$ cat config.mk
export PLATFORM = sky130hd
export DESIGN_NAME = approx_or_adder
export DESIGN_NICKNAME = d
export VERILOG_FILES = /design/src/rtl/approx_or_adder_pkg.sv /design/src/rtl/approx_or_adder_fa.sv /design/src/rtl/approx_or_adder_lower.sv /design/src/rtl/approx_or_adder_ripple.sv /design/src/rtl/approx_or_adder.sv
export SDC_FILE = /design/constraint.sdc
export NUM_CORES = 1
export LEC_CHECK = 0
export ABC_AREA = 1
export BUFFER_PORTS_ARGS = -buffer_cell sky130_fd_sc_hd__buf_4
export CAP_MARGIN = 30
export CELL_PAD_IN_SITES_DETAIL_PLACEMENT = 0
export CELL_PAD_IN_SITES_GLOBAL_PLACEMENT = 1
export CORE_AREA = 5 5 42 44
export DETAILED_ROUTE_END_ITERATION = 10
export DIE_AREA = 0 0 47 49
export GPL_TIMING_DRIVEN = 0
export PLACE_DENSITY = 0.6
export SLEW_MARGIN = 20
export SYNTH_ARGS = -nofsm -noshare
export SYNTH_HDL_FRONTEND = slang
export SYNTH_HIERARCHICAL = 1
export SYNTH_SLANG_ARGS = --single-unit
$ cat constraint.sdc
create_clock -name vclk -period 3.4
set_input_delay 0.34 -clock vclk [all_inputs]
set_output_delay 0.34 -clock vclk [all_outputs]
set_load 0.005 [all_outputs]
$ cat src/rtl/approx_or_adder_pkg.sv
package approx_or_adder_pkg;

   // Width of the exact (ripple) section for a given split.
   function automatic int upper_bits(input int width, input int or_bits);
      return width - or_bits;
   endfunction

   // True when the split position lies inside the legal range.
   function automatic bit split_ok(input int width, input int or_bits);
      return (width >= 1) && (or_bits >= 0) && (or_bits <= width);
   endfunction

endpackage

$ cat src/rtl/approx_or_adder_fa.sv
module approx_or_adder_fa (
   input  logic x,
   input  logic y,
   input  logic cin,
   output logic s,
   output logic cout
);
   logic prop;

   assign prop = x ^ y;
   assign s    = prop ^ cin;
   assign cout = (x & y) | (prop & cin);
endmodule

$ cat src/rtl/approx_or_adder_lower.sv
module approx_or_adder_lower #(
   parameter int LW = 2
) (
   input  logic [LW-1:0] x,
   input  logic [LW-1:0] y,
   output logic [LW-1:0] o
);
   initial begin
      if (LW < 1) $error("approx_or_adder_lower: LW must be at least 1");
   end

   // One carry-free cell per bit.
   for (genvar i = 0; i < LW; i++) begin : g_bit
      assign o[i] = x[i] | y[i];
   end
endmodule

$ cat src/rtl/approx_or_adder_ripple.sv
module approx_or_adder_ripple #(
   parameter int UW = 4
) (
   input  logic [UW-1:0] x,
   input  logic [UW-1:0] y,
   output logic [UW-1:0] s,
   output logic          cout
);
   logic [UW:0] carry;

   initial begin
      if (UW < 1) $error("approx_or_adder_ripple: UW must be at least 1");
   end

   // Carry-in of the exact section is tied low: low-part carries are dropped.
   assign carry[0] = 1'b0;

   for (genvar i = 0; i < UW; i++) begin : g_stage
      approx_or_adder_fa u_fa (
         .x    (x[i]),
         .y    (y[i]),
         .cin  (carry[i]),
         .s    (s[i]),
         .cout (carry[i+1])
      );
   end

   assign cout = carry[UW];
endmodule

$ cat src/rtl/approx_or_adder.sv
module approx_or_adder
   import approx_or_adder_pkg::*;
#(
   parameter int WIDTH   = 8,
   parameter int OR_BITS = 3
) (
   input  logic [WIDTH-1:0] op_a,
   input  logic [WIDTH-1:0] op_b,
   output logic [WIDTH:0]   sum
);
   localparam int UPPER = upper_bits(WIDTH, OR_BITS);

   initial begin
      if (!split_ok(WIDTH, OR_BITS))
         $error("approx_or_adder: need WIDTH >= 1 and 0 <= OR_BITS <= WIDTH");
   end

   generate
      if (OR_BITS == 0) begin : g_exact
         // Whole word goes through the ripple chain.
         logic [WIDTH-1:0] hi_s;
         logic             hi_c;
         approx_or_adder_ripple #(.UW(WIDTH)) u_hi (
            .x    (op_a),
            .y    (op_b),
            .s    (hi_s),
            .cout (hi_c)
         );
         assign sum = {hi_c, hi_s};
      end else if (OR_BITS == WIDTH) begin : g_all_or
         // No exact section remains; carry-out is constant zero.
         logic [WIDTH-1:0] lo_o;
         approx_or_adder_lower #(.LW(WIDTH)) u_lo (
            .x (op_a),
            .y (op_b),
            .o (lo_o)
         );
         assign sum = {1'b0, lo_o};
      end else begin : g_split
         logic [OR_BITS-1:0] lo_o;
         logic [UPPER-1:0]   hi_s;
         logic               hi_c;
         approx_or_adder_lower #(.LW(OR_BITS)) u_lo (
            .x (op_a[OR_BITS-1:0]),
            .y (op_b[OR_BITS-1:0]),
            .o (lo_o)
         );
         approx_or_adder_ripple #(.UW(UPPER)) u_hi (
            .x    (op_a[WIDTH-1:OR_BITS]),
            .y    (op_b[WIDTH-1:OR_BITS]),
            .s    (hi_s),
            .cout (hi_c)
         );
         assign sum = {hi_c, hi_s, lo_o};
      end
   endgenerate
endmodule

=== After elaboration in Yosys (flattened, before gate mapping) ===
Index checks and enable logic that the tools add are counted.

* Output and inout bits: 9
* Input port bits: 16
* Flip-flop bits (word level): 0
* Word-level logic and storage cells: 25

* Bitwise gates (word level): 25

{| class="wikitable"
|+ Operators by type and width
! cell !! count
|-
| 1-bit AND || 9
|-
| 1-bit XOR || 9
|-
| 1-bit OR || 7
|}

=== Depth between registers and ports, before layout ===
* Depth in word-level cells: 9
* Depth in mapped cells: 6
* Mapped depth without buffers: 5

=== By module ===
The synthesis kept the hierarchy.

{| class="wikitable"
|+ Modules (own cells, without submodules)
! module !! sequential area each (sq um) !! cells an instance !! times used !! area an instance (sq um)
|-
| approx_or_adder_fa || 0.0 || 1 || 5 || 20.0
|-
| approx_or_adder_lower || 0.0 || 9 || 1 || 33.8
|-
| approx_or_adder || 0.0 || 1 || 1 || 7.5
|-
| approx_or_adder_ripple || 0.0 || 1 || 1 || 3.8
|}

=== Least setup slack after synthesis ===
Ideal clock, no wire load.

* Kind: in2out
* Start: input port op_b[3]
* End: output port sum[7]
* Required time: 3.060 ns
* Path buffers: 0
* Path slack: 0.665 ns
* Arrival time: 2.395 ns
* Stages: 5
* Cell sequence: fa_1 fa_1 fa_1 fa_1 fa_1

* Longest elaborated chain between the ends: 8

{| class="wikitable"
|+ RTL lines
! element !! line !! source
|-
| start: declaration || approx_or_adder.sv:8 || <nowiki>input logic [WIDTH-1:0] op_b,</nowiki>
|-
| 1-bit AND (2 in series) || approx_or_adder_fa.sv:12 || <nowiki>assign cout = (x & y) | (prop & cin);</nowiki>
|-
| 1-bit OR || approx_or_adder_fa.sv:12 ||
|-
| via g_split.u_hi.carry[2] || approx_or_adder_ripple.sv:9 || <nowiki>logic [UW:0] carry;</nowiki>
|-
| 1-bit AND || approx_or_adder_fa.sv:12 ||
|-
| 1-bit OR || approx_or_adder_fa.sv:12 ||
|-
| via g_split.u_hi.carry[3] || approx_or_adder_ripple.sv:9 ||
|-
| 1-bit AND || approx_or_adder_fa.sv:12 ||
|-
| 1-bit OR || approx_or_adder_fa.sv:12 ||
|-
| via g_split.u_hi.carry[4] || approx_or_adder_ripple.sv:9 ||
|-
| 1-bit XOR || approx_or_adder_fa.sv:11 || <nowiki>assign s = prop ^ cin;</nowiki>
|-
| end: declaration || approx_or_adder.sv:9 || <nowiki>output logic [WIDTH:0] sum</nowiki>
|}

The timed path passes the listed nets, and every way through them passes these cells.

=== Worst setup path after layout ===
* Start: input port op_b[3]
* End: output port sum[8]

* Longest elaborated chain between the ends: 9

{| class="wikitable"
|+ RTL lines
! element !! line
|-
| 1-bit AND || approx_or_adder_fa.sv:12
|-
| via g_split.u_hi.carry[1] || approx_or_adder_ripple.sv:9
|-
| 1-bit AND || approx_or_adder_fa.sv:12
|-
| 1-bit OR || approx_or_adder_fa.sv:12
|-
| via g_split.u_hi.carry[2] || approx_or_adder_ripple.sv:9
|-
| 1-bit AND || approx_or_adder_fa.sv:12
|-
| 1-bit OR || approx_or_adder_fa.sv:12
|-
| via g_split.u_hi.carry[3] || approx_or_adder_ripple.sv:9
|-
| 1-bit AND || approx_or_adder_fa.sv:12
|-
| 1-bit OR || approx_or_adder_fa.sv:12
|-
| via g_split.u_hi.carry[4] || approx_or_adder_ripple.sv:9
|-
| 1-bit AND || approx_or_adder_fa.sv:12
|-
| 1-bit OR || approx_or_adder_fa.sv:12
|}

The timed path passes the listed nets, and every way through them passes these cells.

==> flow_summary.ini <==
[grt]
grt_pass1_wl_um = 614
antenna_found_initial = 0
grt_util_all_layers_pct = 3.24
grt_max_degree = 2
grt_pass1_vias = 149
grt_overflow = 0

[critical_path]
endpoint_kind = output port
slowest_stage = fa_1
critical_path.top_delay_family = adder cells
start_kind = input pin
critPathMaxFanout = 1
crit_buf_inv = 3
path_class = in2out
cpMostUsedCell = fa_1
path_cells = buf_4 -> fa_1 -> fa_1 -> fa_1 -> fa_1 -> fa_1 -> buf_4 -> buf_4
crit_arrival_ns = 2.66
crit_path_max_incr_delay_ns = 0.43
required_ns = 3.06

[timing]
rsz0062_at_grt = false
hold_viol = 0
setup_viol = 0
min_period_ns = 3.00
drv_slew = 0
fin_crit_sh_pct = 88.3
clock.fmax_mhz = 333
tns_ns = 0

[outcome]
status = finished clean

[final_layout]
area_growth_pct = 143
n_antenna_cell = 0
stdcell_count = 57
fin_util_pct = 25.2
fillers = 168
fin_area_um2 = 353
drive_gt1_share_pct = 63.4
final_nets = 64
n_sequential_cell = 0
num-clock-buffers = 0
regArea_um2 = 0

[synthesis]
syn-num-nets = 37
syn_avg_cell_area_um2 = 9.07
yosys.area.top_type = fa_1
yosysUniqueCellTypes = 5
synth_area_um2 = 145
yosysWarnings = 6
ys_top_cells_by_area = fa_1 (69%), inv_1 (16%), nand2_1 (7.8%)
syn_inst = 16
synth-seq-area-share_pct = 0
synth_top_area_share_pct = 69.0

[die]
initial_core_util_pct = 10.4
ioPinCount = 25
placeableCoreArea_mm2 = 0.00140
die_h_um = 49
fp.dieArea_mm2 = 0.00230
rows = 14
fp.dieW_um = 47

[worst_hold_path]
worstHoldPathCells = 4
hold_path_class = in2out
holdCritStartpoint = op_b[1]
min_to = sum[1]

[routing]
routed_via_density = 3.25
wire_per_inst_um = 7.39
drt-total-wl_um = 421
first_pass_iters = 1
drtIter0Drc = 0
ant_nets = 0
drc = 0
via_count = 185

[placement]
dp_hpwl_um = 447
numPortBuffers = 25
globalplace.congestion = 0.565
placedCellCount = 57
place_area_um2 = 353

[clocking]
post_cts_buffers = 0
ctsResizeCount = 0
postCtsHoldBufs = 0

[pwr]
total_power_uw = 53.1
peakVddDrop_mv = 0.0346
cellPowerDensity_mw_per_mm2 = 150
power_leakage_uw = 0.000202

[flow_run]
cap_viol_max_count = 0
metrics by stage:
stage / setup slack (ns) / hold slack, ns
floorplan: 0.665 / 0.753
global placement: 0.366 / 0.919
detailed placement: 0.370 / 0.926
CTS: 0.369 / 0.926
global route: 0.257 / 0.934
finish: 0.396 / 0.922
cells by family after synthesis:
| group | count (synthesis) | share of synthesized area (%) |
|---|---|---|
| buffers and inverters | 7 | 20.7 |
| other | 1 | 2.58 |
| adder cells (fa/ha/maj) | 5 | 69.0 |
| AND/OR/NAND/NOR | 3 | 7.76 |
per-layer routing:
metal,GRT usage (%),part of all wire [%],wire (um)
met1,3.96,23,96
met2,5.88,56,237
met3,0.738,21,87
met4,0,0,0
met5,0,0,0
how the worst max path moves through the flow:
stage / from / to / slack [ns] / depth (start not counted)
after floorplan: op_b[3] / sum[7] / 0.67 / 5
after global placement: op_b[3] / sum[8] / 0.37 / 8
after detailed placement: op_b[3] / sum[8] / 0.37 / 8
after CTS: op_b[3] / sum[8] / 0.37 / 8
after global routing: op_b[3] / sum[8] / 0.26 / 8
final: op_b[3] / sum[8] / 0.40 / 8
power by group:
part	total (uW)	internal (uW)	switching, uW
registers	0	0	0
logic	53.1	35.4	17.6
clock network	0	0	0
cells in the mapped netlist:
cell type  number
fa_1            5
inv_1           6
conb_1          1
nand2_1         3
buf_4           1
cell usage in the layout, fill, tap and decap left out, drive strengths merged:
cell / instances
buf: 26
conb: 1
fa: 5
inv: 6
nand2: 3
area by class of cell:
class	instances	area, um^2	area share, %
inverter	6	22.5	6.38
timing repair buffer	25	188	53.2
buffer	1	7.51	2.13
multi-input combinational	9	115	32.6
tap	16	20.0	5.67
Power figures use the tool's default switching activity.
